`config.mk`:
```
export PLATFORM = sky130hd
export DESIGN_NAME = leak_cal_loop
export DESIGN_NICKNAME = d
export VERILOG_FILES = /design/src/rtl/leak_cal_loop.sv
export SDC_FILE = /design/constraint.sdc
export NUM_CORES = 1
export LEC_CHECK = 0
export BUFFER_PORTS_ARGS = -buffer_cell sky130_fd_sc_hd__clkbuf_2
export CORE_MARGIN = 2
export CORE_UTILIZATION = 42
export CTS_CLUSTER_DIAMETER = 40
export DETAILED_ROUTE_END_ITERATION = 7
export PLACE_DENSITY = 0.69
export SYNTH_ARGS = -nofsm -noshare
export SYNTH_HDL_FRONTEND = slang
export SYNTH_SLANG_ARGS = --single-unit
```
`constraint.sdc`:
```
create_clock -name clk -period 12.6 [get_ports clk]
set_input_delay 1.26 -clock clk [delete_from_list [all_inputs] [get_ports clk]]
set_output_delay 1.26 -clock clk [all_outputs]
set_load 0.01 [all_outputs]
```
`src/rtl/leak_cal_loop.sv`:
```
module leak_cal_loop #(
  parameter int CTRL_W   = 6,
  parameter int HALF     = 32,
  parameter int BLANK    = 16,
  parameter int THR_W    = 10,
  parameter int SAMP_W   = 3,
  parameter bit MASK_INV = 1'b0
) (
  input  logic              clk,
  input  logic              rst_n,
  input  logic              en,
  input  logic [THR_W-1:0]  thr,
  input  logic [SAMP_W-1:0] samp,
  output logic              inj_p,
  output logic              inj_n,
  output logic              dec_up,
  output logic              dec_dn,
  output logic [CTRL_W-1:0] ctrl
);
  localparam int PER_W = $clog2(2*HALF);
  localparam int ACC_W = THR_W + SAMP_W + 1;
  localparam logic [PER_W-1:0]  HALF_C  = PER_W'(HALF);
  localparam logic [PER_W-1:0]  LAST_C  = PER_W'(2*HALF-1);
  localparam logic [PER_W-1:0]  BLANK_C = PER_W'(BLANK);
  localparam logic [CTRL_W-1:0] CMAX    = {CTRL_W{1'b1}};
  localparam logic [CTRL_W-1:0] CMID    = CTRL_W'(1) << (CTRL_W-1);

  logic [PER_W-1:0]        cnt;
  logic signed [ACC_W-1:0] acc;

  logic                    first_half, live, mask_pos, hit_hi, hit_lo;
  logic [PER_W-1:0]        pos;
  logic signed [ACC_W-1:0] samp_s, thr_s, prod, acc_sum;

  assign first_half = cnt < HALF_C;
  assign pos        = first_half ? cnt : cnt - HALF_C;
  assign live       = pos >= BLANK_C;
  assign mask_pos   = first_half ^ MASK_INV;
  assign samp_s     = {{(ACC_W-SAMP_W){samp[SAMP_W-1]}}, samp};
  assign thr_s      = {{(ACC_W-THR_W){1'b0}}, thr};
  assign prod       = !live ? '0 : (mask_pos ? samp_s : -samp_s);
  assign acc_sum    = acc + prod;
  assign hit_hi     = acc_sum >= thr_s;
  assign hit_lo     = acc_sum <= -thr_s;

  assign inj_p = en &&  first_half;
  assign inj_n = en && !first_half;

  always_ff @(posedge clk) begin
    if (!rst_n) begin
      cnt    <= '0;
      acc    <= '0;
      dec_up <= 1'b0;
      dec_dn <= 1'b0;
      ctrl   <= CMID;
    end else if (en) begin
      cnt    <= (cnt == LAST_C) ? '0 : cnt + 1'b1;
      acc    <= (hit_hi || hit_lo) ? '0 : acc_sum;
      dec_up <= hit_hi;
      dec_dn <= hit_lo && !hit_hi;
      if (hit_hi && ctrl != CMAX)
        ctrl <= ctrl + 1'b1;
      else if (hit_lo && !hit_hi && ctrl != '0)
        ctrl <= ctrl - 1'b1;
    end else begin
      dec_up <= 1'b0;
      dec_dn <= 1'b0;
    end
  end


  inj_onehot_chk: assert property (@(posedge clk) disable iff (!rst_n)
    $onehot0({inj_p, inj_n}));


  pulse_excl_chk: assert property (@(posedge clk) disable iff (!rst_n)
    !(dec_up && dec_dn));


  ctrl_up_chk: assert property (@(posedge clk) disable iff (!rst_n)
    $rose(dec_up) && $past(ctrl) != CMAX |-> ctrl == $past(ctrl) + 1'b1);


  ctrl_idle_chk: assert property (@(posedge clk) disable iff (!rst_n)
    !dec_up && !dec_dn |-> $stable(ctrl));


  ctrl_floor_chk: assert property (@(posedge clk) disable iff (!rst_n)
    dec_dn && $past(ctrl) == '0 |-> ctrl == '0);


  hold_chk: assert property (@(posedge clk) disable iff (!rst_n)
    !en |=> $stable(ctrl) && !dec_up && !dec_dn);


  blank_chk: assert property (@(posedge clk) disable iff (!rst_n)
    en && !live && $stable(thr) && thr != '0 |=> !dec_up && !dec_dn);
endmodule

```
* After elaboration in Yosys (flattened, before gate mapping)
Cells that the tools add are included.
Word-level totals: bits in registers 28, bits of input ports 16, output and inout bits 10, logic and storage cells 37
Operators by class: add/sub/neg operators 7, magnitude comparators 4, eq/ne operators 2, muxes and demuxes 7, reduce and logical (&&, ||, !) cells 12
Operators with widths (number):
- 14-bit two-way mux | 3
- 6-bit two-way mux | 4
- 14-bit adder | 1
- 14-bit by 11-bit greater-or-equal comparator with 1-bit output | 1
- 14-bit less-or-equal comparator | 1
- 10-bit negation with 14-bit output | 1
- 14-bit negation | 1
- 6-bit by 1-bit adder with 6-bit output (second input constant) | 2
- 6-bit == test (second input constant) | 1
- 6-bit by 5-bit greater-or-equal comparator with 1-bit output (second input constant) | 1
- 6-bit less-than comparator (second input constant) | 1
- 6-bit != test (second input constant) | 1
- 6-bit nonzero test | 1
- 6-bit by 1-bit subtractor with 6-bit output (second input constant) | 1
- 6-bit subtractor (second input constant) | 1
- 1-bit logical AND | 5
- 2-bit AND reduction | 2
- 1-bit logical NOT | 2
- 2-bit nonzero test | 1
- 1-bit logical OR | 1

* Longest topological paths before layout
Gate-level depths: netlist of the first run.
word-level depth 11, mapped depth 29, mapped depth without buffers 28

* Worst setup path after synthesis of the first run
No wires, ideal clock.
kind input port to flip-flop, from input port samp[2], to register ctrl[5], setup time 0.123 ns, data arrival time 6.090 ns, required time 12.477 ns, slack 6.387 ns, stages on the path 28, path buffers 1, path through inv_1 -> nand3_1 -> ha_1 -> nand2b_1 -> a21boi_0 -> ha_1 -> o21a_1 -> o31ai_4 -> a21oi_1 -> a21o_1 -> a21oi_1 -> xnor2_1 -> ha_1 -> o211ai_1 -> o21ai_0 -> a211oi_2 -> a21oi_2 -> clkbuf_1 -> nand2_1 -> ha_1 -> a21o_1 -> a21o_1 -> a21o_1 -> a21oi_1 -> nor2b_1 -> o21ai_0 -> o22ai_1 -> mux2_1
On the way: word-level cells in the longest chain between the ends 10, elaborated cells on any way between the ends 13, classes of those cells add/sub (2); order compare (2); mux (3); reduce/logical (6)
Ends and longest elaborated chain:
- start, declared | line 13 | input logic [SAMP_W-1:0] samp,
- 14-bit negation | line 41 | assign prod = !live ? '0 : (mask_pos ? samp_s : -samp_s);
- 14-bit two-way mux * (2 in series) | line 41
- 14-bit adder * | line 42 | assign acc_sum = acc + prod;
- 14-bit by 11-bit greater-or-equal comparator with 1-bit output | line 43 | assign hit_hi = acc_sum >= thr_s;
- 1-bit logical NOT | line 63 | else if (hit_lo && !hit_hi && ctrl != '0)
- 1-bit logical AND (2 in series) | line 63
- 2-bit nonzero test (no source line)
- 2-bit AND reduction (no source line)
- end signal, assigned | line 62 | ctrl <= ctrl + 1'b1;
- end signal, assigned | line 64 | ctrl <= ctrl - 1'b1;
- end, declared | line 18 | output logic [CTRL_W-1:0] ctrl
Mark *: on every way between the ends. The rest lies on a longest branch, timed or not. A chain may end at the register's enable or synchronous reset.

* Worst setup path after layout of the first run
from input port samp[0], to register ctrl[5]
Same word-level chain as after synthesis.

==> qor.csv, run 1 <==
stage,metric,value,unit
global_route,vias in the first global route,2527,
worst_setup_path,cell family with most CP delay,compound AO/OA/AOI/OAI gates,
worst_setup_path,Crit. End Element,flop,
power_and_ir_drop,VDD IR-drop max,0.0596,mV
synth,Yosys top cell by area,ha_1,
floorplan,row count,30,
worst_setup_path,"Data arrival, critical path",6.92,ns
cts,root buffer cell,clkbuf_8,
cts,CTS Buf Count,3,
global_route,initial antenna violation count,0,
worst_setup_path,CP dominant cell by count,ha_1,
timing,final hold vios,0,
synth,top post-synthesis cells by count,"ha_1, nand2_1, dfxtp_1",
worst_setup_path,Crit Path Category,input pin to flop,
power_and_ir_drop,power per cell area,56.9,nW/µm²
timing,Max Fclk,148,MHz
timing,final setup vio count,0,
cells_and_area,# diodes,0,
floorplan,Die H,88.3,µm
synth,share of the synthesized area in the top cell type,19.3,%
worst_setup_path,FF-to-FF path depth,24,
worst_hold_path,Hold Crit Depth,2,
worst_setup_path,WP data required,12.78,ns
placed_design,Placed Cells,474,
cts,worst skew pair latency,0.28,ns
synth,most frequent cell after synthesis,ha_1,
synth,sequential share of the synthesized area,18.8,%
status,run status,finished clean,
worst_setup_path,critical path depth,29,
placed_design,PortBufs,25,
cells_and_area,# nets final,447,
job,MaxCap Viol Count,0,
synth,post-synthesis register bit count,28,
global_route,met1 usage,23.6,%
timing,Final TNS setup,0,ns
placed_design,post-DP HPWL,5380,µm
drt,DR WL/cell,14.3,µm
global_route,GRT met2 Usage,32.3,%
timing,worst rel slew slack,28.1,%
synth,async set-reset flop share out of synthesis,0,%
power_and_ir_drop,leakage,1.56,nW
global_route,largest net degree at the start of global routing,39,
worst_setup_path,CP peak stage delay,0.62,ns
placed_design,Final Wtd Congestion,0.881,
floorplan,core area,6830,µm²
floorplan,Die Wd,88.3,µm
worst_setup_path,worst-path maximum fanout,15,
synth,Post-Syn Instances,366,
cells_and_area,Area Overhead vs Synth,8.67,%
cells_and_area,post-route cell area,3250,µm²
timing,"Slew Viols, Final",0,
drt,Routed Antenna Nets,0,
drt,via count,2688,
timing,period utilisation layout,53.5,%
cts,# clock sinks,28,
synth,syn nets,430,
floorplan,full die area,7800,µm²
cells_and_area,layout cells sized above 1,10.2,%
global_route,GR peak layer,met2,
drt,routed wire length,6850,µm
global_route,GRT Util Overall,18.4,%
timing,Slew @ Worst Pin,1.07,ns
drt,DRC violations left,0,
timing,Worst Clk Skew,0.00811,ns
synth,post-synthesis cell area,2990,µm²
synth,prevailing post-synth register cell,dfxtp_1,
synth,Syn Area/Cell,8.16,µm²
drt,drt first pass iters,6,
worst_setup_path,crit path launch type,input pin,
cts,"Hold-fix buffers, CTS",0,
cts,htree depth,1,
cells_and_area,final cell count without fillers,478,
global_route,met3 GRT Util,2.15,%
synth,YS warnings,0,
timing,RSZ-0062 raised after global routing,false,
worst_setup_path,WP buf/inv,3,
synth,Synth cell types,56,
power_and_ir_drop,total power,0.185,mW
drt,vias per cell,5.62,
worst_setup_path,"slowest stage cell, crit path",a21boi_0,
timing,Period minus WS final,6.75,ns
drt,drt initial violations,134,
global_route,first-pass GRT wire length,11600,µm
synth,largest cells by area after synthesis,"ha_1, dfxtp_1, nand2b_1",
worst_hold_path,hold crit path type,flop to flop,
floorplan,Starting Density,43.7,%
placed_design,placed cell area,3170,µm²
cts,Max clock buf depth,2,
global_route,GRT overflow,0,
cts,post-CTS setup buffers,0,
cts,Post-CTS Resized,0,
floorplan,io pins,26,
cts,clock-pin slew on the worst setup and hold paths,0.10,ns
cts,TritonCTS clock tree,built,
synth,Post-synth EDFFs,0,
[worst reg2reg max path: stages (launching register included)]
cell	delay, ns
dfxtp_1	0.44
nand2b_1	0.24
a21boi_0	0.61
ha_1	0.40
o21a_1	0.15
o31ai_4	0.08
a21oi_1	0.18
a21o_1	0.21
a21oi_1	0.16
xnor2_1	0.16
ha_1	0.31
o211ai_1	0.08
o21ai_0	0.23
a211oi_2	0.09
a21oi_2	0.45
nand2_1	0.26
ha_1	0.33
a21o_1	0.17
a21o_1	0.20
a21o_1	0.18
a21oi_1	0.17
nor2b_1	0.14
o21ai_0	0.09
o22ai_1	0.15
mux2_1	0.33
[cells in the final DEF (no fill, tap or decap), types with 4 or more instances in the layout]
| master | synthesis | layout |
|---|---|---|
| nand4_1 | 9 | 9 |
| a211oi_1 | 6 | 6 |
| a21o_1 | 10 | 10 |
| xnor2_1 | 11 | 11 |
| dfxtp_1 | 28 | 28 |
| o211ai_1 | 4 | 4 |
| nand2_1 | 30 | 30 |
| clkbuf_2 | 0 | 25 |
| nand4b_1 | 11 | 11 |
| a21boi_0 | 5 | 5 |
| and2_1 | 8 | 8 |
| a31oi_1 | 4 | 4 |
| a21boi_1 | 15 | 15 |
| nor3_1 | 6 | 6 |
| and3_1 | 5 | 5 |
| o21ai_0 | 9 | 9 |
| ha_1 | 46 | 46 |
| inv_1 | 27 | 27 |
| a21oi_1 | 14 | 14 |
| mux2i_1 | 7 | 7 |
| xor2_1 | 7 | 7 |
| nor2_1 | 18 | 18 |
| nand2b_1 | 22 | 22 |
| nand3_1 | 6 | 6 |
| nor2b_1 | 5 | 5 |
[final timing paths]
path                       start  slack, ns              endpoint
max                      samp[0]       5.85  ctrl[5]$_SDFFE_PN1P_
min          acc[0]$_SDFFE_PN0P_       0.48   acc[0]$_SDFFE_PN0P_
max reg2reg  cnt[5]$_SDFFE_PN0P_       6.71  ctrl[5]$_SDFFE_PN1P_
min reg2reg  acc[0]$_SDFFE_PN0P_       0.48   acc[0]$_SDFFE_PN0P_
[state kept, by name, summed over array words and instances (netlist names)]
name	flops
dec_dn	1
cnt	6
ctrl	6
acc	14
dec_up	1
[per-layer routing]
metal  vias to the layer above  part of all wire [%]
li1                       1353                     -
met1                      1257                    44
met2                        60                    50
met3                        18                   2.5
met4                         0                   3.2
met5                         -                     0
[power breakdown]
group / leakage (nW) / internal (mW) / total, mW / switching, mW
Sequential: 0.226 / 0.0891 / 0.0898 / 0.000704
Combinational: 1.30 / 0.00941 / 0.0216 / 0.0122
Clock: 0.0357 / 0.0426 / 0.0733 / 0.0307
Total: 1.56 / 0.141 / 0.185 / 0.0437
[cell type report]
class / instances / area (µm²)
clock inverters: 1 / 30.0
clock buffers: 3 / 41.3
multi-input cells: 298 / 2270
repair buffers: 25 / 125
fillers: 714 / 3590
flip-flops and latches: 28 / 561
well taps: 96 / 120
inverters: 27 / 101
[per-stage QoR]
| step | setup WS, ns | util [%] | hold WS (ns) |
|---|---|---|---|
| floorplan | 6.39 | - | 0.450 |
| global placement | 5.70 | 46.5 | 0.465 |
| detailed placement | 5.61 | 46.5 | 0.468 |
| CTS | 5.88 | 47.5 | 0.485 |
| global route | 5.40 | 47.5 | 0.515 |
| finish | 5.85 | 47.5 | 0.482 |
[kinds of logic after synthesis]
group | synth area share (%)
AND/OR/NAND/NOR | 24.5
flip-flops | 18.8
adder cells (fa/ha/maj) | 20.6
XOR/XNOR | 5.82
AO/OA/AOI/OAI | 22.3
multiplexers | 2.72
buffers and inverters | 5.32
Power figures use the tool's default switching activity.
==> run 2: changes to the inputs <==
--- a/config.mk
+++ b/config.mk
@@ -10,7 +10,7 @@
 export CORE_UTILIZATION = 42
 export CTS_CLUSTER_DIAMETER = 40
 export DETAILED_ROUTE_END_ITERATION = 7
-export PLACE_DENSITY = 0.69
+export PLACE_DENSITY = 0.71
 export SYNTH_ARGS = -nofsm -noshare
 export SYNTH_HDL_FRONTEND = slang
 export SYNTH_SLANG_ARGS = --single-unit
==> constraint.sdc (replaced) <==
create_clock -name clk -period 6.13 [get_ports clk]
set_input_delay 0.613 -clock clk [delete_from_list [all_inputs] [get_ports clk]]
set_output_delay 0.613 -clock clk [all_outputs]
set_load 0.01 [all_outputs]
==> run 2 against run 1 <==
Via count down 0.78%. Hold slack gained 0.0013 ns. Clock-buffer cell count unchanged. Combinational power up 110%. Sequential power increased by 110%. Final cell count is 1.7% higher.
==> qor.csv, run 2 (synthesized netlist as in run 1, its figures left out) <==
stage,metric,value,unit
worst_hold_path,hold crit path type,flop to flop,
placed_design,Final Wtd Congestion,0.866,
timing,Slew @ Worst Pin,0.714,ns
cells_and_area,Area Overhead vs Synth,11.2,%
global_route,vias in the first global route,2556,
cells_and_area,# nets final,455,
cells_and_area,register area,561,µm²
cts,"Hold-fix buffers, CTS",0,
power_and_ir_drop,cell internal pwr,0.290,mW
floorplan,Die Wd,88.3,µm
drt,Routed Antenna Nets,0,
timing,"Slew Viols, Final",0,
worst_setup_path,WP data required,6.32,ns
cts,TritonCTS clock tree,built,
worst_setup_path,Crit Path Category,input pin to flop,
timing,Worst Clk Skew,0.00240,ns
drt,drt initial violations,112,
global_route,GRT overflow,0,
cts,htree depth,1,
timing,RSZ-0062 raised after global routing,false,
power_and_ir_drop,register share of total power,47.9,%
cells_and_area,# diodes,0,
placed_design,PortBufs,25,
cells_and_area,combined area of the multi-input logic cells,2280,µm²
cells_and_area,max reg flops,14,
timing,final hold vios,0,
worst_setup_path,Crit. End Element,flop,
timing,final setup vio count,0,
floorplan,Starting Density,43.7,%
power_and_ir_drop,Clk pwr share,40.4,%
status,run status,finished clean,
floorplan,io pins,26,
drt,DR WL/cell,14.1,µm
global_route,largest net degree at the start of global routing,39,
floorplan,core area,6830,µm²
cts,root buffer cell,clkbuf_8,
cells_and_area,Largest regs,"acc: 14 flops, cnt: 6 flops, ctrl: 6 flops",
cts,CTS Buf Count,3,
global_route,initial antenna violation count,0,
cells_and_area,"commonest non-fill, non-tap cell in the layout",ha_1,
global_route,first-pass GRT wire length,11800,µm
power_and_ir_drop,P_sw,0.0947,mW
timing,period utilisation layout,90.9,%
cells_and_area,post-route cell area,3320,µm²
timing,Final TNS setup,0,ns
worst_setup_path,CP peak stage delay,0.34,ns
floorplan,row count,30,
floorplan,Die H,88.3,µm
placed_design,post-DP HPWL,5280,µm
job,MaxCap Viol Count,0,
timing,worst rel slew slack,52.4,%
power_and_ir_drop,VDD IR-drop max,0.0924,mV
drt,vias per cell,5.49,
drt,via count,2667,
cts,Max clock buf depth,2,
worst_setup_path,"slowest stage cell, crit path",ha_2,
cells_and_area,most frequent cells in the layout,"ha_1, nand2_1, dfxtp_1",
drt,routed wire length,6850,µm
drt,DRC violations left,0,
global_route,GRT Util Overall,18.6,%
floorplan,full die area,7800,µm²
worst_setup_path,crit path launch type,input pin,
cts,clock-pin slew on the worst setup and hold paths,0.11,ns
placed_design,placed cell area,3230,µm²
cells_and_area,Top reg by flops,acc,
power_and_ir_drop,sw frac,24.6,%
timing,Period minus WS final,5.57,ns
cells_and_area,layout cells sized above 1,13.1,%
timing,Max Fclk,179,MHz
power_and_ir_drop,power per cell area,116,nW/µm²
worst_setup_path,"Data arrival, critical path",5.76,ns
cells_and_area,fillcell total,696,
power_and_ir_drop,leakage,1.61,nW
drt,drt first pass iters,4,
worst_setup_path,worst-path maximum fanout,5,
power_and_ir_drop,combinational share of power,11.6,%
cts,worst skew pair latency,0.29,ns
cts,# clock sinks,28,
run 2: cell types whose count changed in the layout (fill, tap and decap cells not counted), sizes merged:
cell  before  now
buf        0    8
run 2: final cells by class:
class	count	share of cell area, %
Multi-Input combinational cell	298	68.7
Sequential cell	28	16.9
Timing Repair Buffer	33	5.57
Tap cell	96	3.62
Inverter	27	3.05
Clock buffer	3	1.24
Clock inverter	1	0.904
run 2: worst max-delay path, delay by kind of cell:
kind | cells | cell delay [ns]
AOI/OAI and AO/OA | 15 | 2.54
and+or+nand+nor | 4 | 0.58
xor gates and xnor gates | 1 | 0.21
buffers and inverters | 3 | 0.20
muxes | 1 | 0.33
adders and majority gates | 5 | 1.27
run 2: what timing repair did:
| item | CTS | global route |
|---|---|---|
| buffers inserted | 0 | 0 |
| endpoints found under the setup margin | 0 | 1 |
| gates resized for setup | 0 | 4 |
run 2: final timing paths:
path                                          start              endpoint  slack, ns  cells after the start
worst max-delay path                        samp[1]  ctrl[5]$_SDFFE_PN1P_       0.56                     29
worst min-delay path            acc[5]$_SDFFE_PN0P_   acc[5]$_SDFFE_PN0P_       0.48                      2
worst max register to register  cnt[4]$_SDFFE_PN0P_  ctrl[5]$_SDFFE_PN1P_       0.81                     24
worst min register to register  acc[5]$_SDFFE_PN0P_   acc[5]$_SDFFE_PN0P_       0.48                      2
run 2: power by group through the flow:
| stage | Combinational [mW] | Clock [mW] | Sequential (mW) |
|---|---|---|---|
| 6_report | 0.0447 | 0.156 | 0.185 |
| 5_1_grt | 0.0518 | 0.164 | 0.185 |
| 4_1_cts | 0.0449 | 0.158 | 0.185 |
| 3_5_place_dp | 0.0446 | 0 | 0.189 |
| 3_3_place_gp | 0.0432 | 0 | 0.189 |
| 2_1_floorplan | 0.0308 | 0 | 0.188 |
run 2: stage by stage:
step | hold slack [ns] | util [%] | std cells | setup WS [ns] | total power, mW
2_1_floorplan | 0.450 | - | 366 | 0.564 | 0.219
3_3_place_gp | 0.462 | 47.3 | 482 | 0.313 | 0.232
3_5_place_dp | 0.468 | 47.3 | 482 | 0.166 | 0.233
4_1_cts | 0.485 | 48.4 | 486 | 0.474 | 0.388
5_1_grt | 0.506 | 48.6 | 486 | 0.0384 | 0.401
6_report | 0.484 | 48.6 | 486 | 0.558 | 0.385
run 2: routing by layer:
metal  track usage (%)  wire [µm]  vias up  share of wire [%]
met5                 0          0        -                  0
met4              5.10        116        0                1.7
met3              1.96        229       11                3.3
met2              33.0       3430       54                 50
met1              23.9       3070     1225                 45
li1                  -          -     1377                  -
==> run 3: changes to the inputs <==
--- a/config.mk
+++ b/config.mk
@@ -7,10 +7,10 @@
 export LEC_CHECK = 0
 export BUFFER_PORTS_ARGS = -buffer_cell sky130_fd_sc_hd__clkbuf_2
 export CORE_MARGIN = 2
-export CORE_UTILIZATION = 42
+export CORE_UTILIZATION = 61
 export CTS_CLUSTER_DIAMETER = 40
 export DETAILED_ROUTE_END_ITERATION = 7
-export PLACE_DENSITY = 0.71
+export PLACE_DENSITY = 0.9
 export SYNTH_ARGS = -nofsm -noshare
 export SYNTH_HDL_FRONTEND = slang
 export SYNTH_SLANG_ARGS = --single-unit
==> constraint.sdc (replaced) <==
create_clock -name clk -period 6.9 [get_ports clk]
set_input_delay 0.69 -clock clk [delete_from_list [all_inputs] [get_ports clk]]
set_output_delay 0.69 -clock clk [all_outputs]
set_load 0.01 [all_outputs]
==> run 3 against run 2 <==
Register-to-register slack improved by 0.52 ns. Hold slack worse by 0.0019 ns. First-iteration DRC count rose by 140%. Critical path type unchanged. Largest cell class unchanged.
==> qor.csv, run 3 (synthesized netlist as in run 1, its figures left out) <==
stage,metric,value,unit
timing,"Slew Viols, Final",0,
cells_and_area,Top reg by flops,acc,
global_route,GRT overflow,0,
global_route,met3 GRT Util,3.12,%
floorplan,full die area,5470,µm²
cells_and_area,final cell count without fillers,452,
cells_and_area,Area Overhead vs Synth,8.21,%
cells_and_area,# nets final,450,
drt,drt first pass iters,4,
worst_setup_path,"Data arrival, critical path",6.18,ns
cts,worst skew pair latency,0.29,ns
floorplan,io pins,26,
cells_and_area,Largest regs,"acc: 14 flops, cnt: 6 flops, ctrl: 6 flops",
global_route,GR peak layer,met2,
worst_hold_path,Hold Crit Depth,2,
cts,Max clock buf depth,2,
floorplan,Die Wd,74.0,µm
worst_setup_path,FF-to-FF path depth,24,
job,MaxCap Viol Count,0,
worst_setup_path,CP peak stage delay,0.40,ns
timing,Final TNS setup,0,ns
drt,routed wire length,7060,µm
timing,RSZ-0062 raised after global routing,false,
cts,"Hold-fix buffers, CTS",0,
global_route,GRT met2 Usage,48.5,%
global_route,GRT Util Overall,27.6,%
global_route,met1 usage,33.3,%
timing,worst rel slew slack,53.3,%
worst_setup_path,WP data required,7.08,ns
power_and_ir_drop,power per cell area,105,nW/µm²
timing,Worst Clk Skew,0.00710,ns
cells_and_area,"commonest non-fill, non-tap cell in the layout",ha_1,
worst_setup_path,worst reg2reg setup slack,1.33,ns
cells_and_area,# diodes,0,
floorplan,Die H,74.0,µm
worst_setup_path,Crit. End Element,flop,
cts,htree depth,1,
worst_setup_path,worst-path maximum fanout,5,
drt,vias per cell,6.19,
worst_setup_path,"slowest stage cell, crit path",a21boi_0,
cells_and_area,post-layout util,68.4,%
worst_setup_path,Crit Path Category,input pin to flop,
cts,post-CTS setup buffers,0,
cells_and_area,fillcell total,362,
placed_design,post-DP HPWL,5450,µm
floorplan,row count,25,
worst_setup_path,crit path launch type,input pin,
timing,Max Fclk,167,MHz
cts,root buffer cell,clkbuf_8,
power_and_ir_drop,VDD IR-drop max,0.0714,mV
timing,final setup vio count,0,
drt,DRC violations left,0,
drt,via count,2796,
drt,Routed Antenna Nets,0,
timing,Period minus WS final,5.99,ns
cells_and_area,max reg flops,14,
cts,# clock sinks,28,
timing,Slew @ Worst Pin,0.700,ns
cells_and_area,register area,561,µm²
placed_design,Placed Cells,448,
cts,Post-CTS Resized,0,
cells_and_area,most frequent cells in the layout,"ha_1, nand2_1, dfxtp_1",
drt,DR WL/cell,15.6,µm
global_route,initial antenna violation count,0,
global_route,first-pass GRT wire length,12100,µm
status,run status,finished clean,
timing,period utilisation layout,86.9,%
cells_and_area,layout cells sized above 1,10.9,%
power_and_ir_drop,leakage,1.57,nW
drt,drt initial violations,265,
floorplan,core area,4720,µm²
cells_and_area,combined area of the multi-input logic cells,2270,µm²
worst_hold_path,hold crit path type,flop to flop,
placed_design,Final Wtd Congestion,0.971,
placed_design,PortBufs,25,
global_route,vias in the first global route,2747,
cts,TritonCTS clock tree,built,
global_route,largest net degree at the start of global routing,39,
cts,CTS Buf Count,3,
cts,clock-pin slew on the worst setup and hold paths,0.11,ns
floorplan,Starting Density,63.2,%
timing,final hold vios,0,
[run 3: cell types whose count changed in the layout (fill, tap and decap cells not counted), sizes merged]
cell and change:
buf -5
[run 3: metrics by stage]
step | total power, mW | setup WS [ns] | instance area, µm² | hold WS, ns
final | 0.341 | 0.905 | 3230 | 0.482
after global routing | 0.353 | 0.570 | 3230 | 0.516
after CTS | 0.343 | 1.01 | 3230 | 0.484
after detailed placement | 0.208 | 0.733 | 3160 | 0.468
after global placement | 0.205 | 0.927 | 3160 | 0.464
after floorplan | 0.195 | 1.26 | 2990 | 0.450
[run 3: path summary, 6_finish.rpt]
check | endpoint | start
hold reg to reg | acc[2]$_SDFFE_PN0P_ | acc[2]$_SDFFE_PN0P_
setup / recovery | ctrl[5]$_SDFFE_PN1P_ | samp[2]
hold / removal | acc[2]$_SDFFE_PN0P_ | acc[2]$_SDFFE_PN0P_
setup reg to reg | ctrl[5]$_SDFFE_PN1P_ | cnt[5]$_SDFFE_PN0P_
[run 3: critical path: cells and delay by family]
family	cells	cell delay [ns]
AO/OA/AOI/OAI	16	2.86
XOR/XNOR	1	0.31
multiplexers	1	0.34
adder cells (fa/ha/maj)	4	1.22
buffers and inverters	2	0.18
AND/OR/NAND/NOR	4	0.56
[run 3: final cells by class]
class,count,share of cell area [%]
multi-input cells,298,70.2
repair buffers,28,4.57
well taps,67,2.59
flip-flops and latches,28,17.3
clock inverters,1,0.929
inverters,27,3.14
clock buffers,3,1.28
[run 3: power by group]
| part | switching (mW) | internal (mW) | leakage [nW] |
|---|---|---|---|
| logic | 0.0232 | 0.0175 | 1.31 |
| registers | 0.00121 | 0.163 | 0.226 |
| clock network | 0.0582 | 0.0779 | 0.0357 |
| total | 0.0826 | 0.258 | 1.57 |
[run 3: metal layers]
metal | vias up | part of all wire (%)
li1 | 1365 | -
met1 | 1305 | 41
met2 | 96 | 50
met3 | 30 | 4.9
met4 | 0 | 4.1
met5 | - | 0
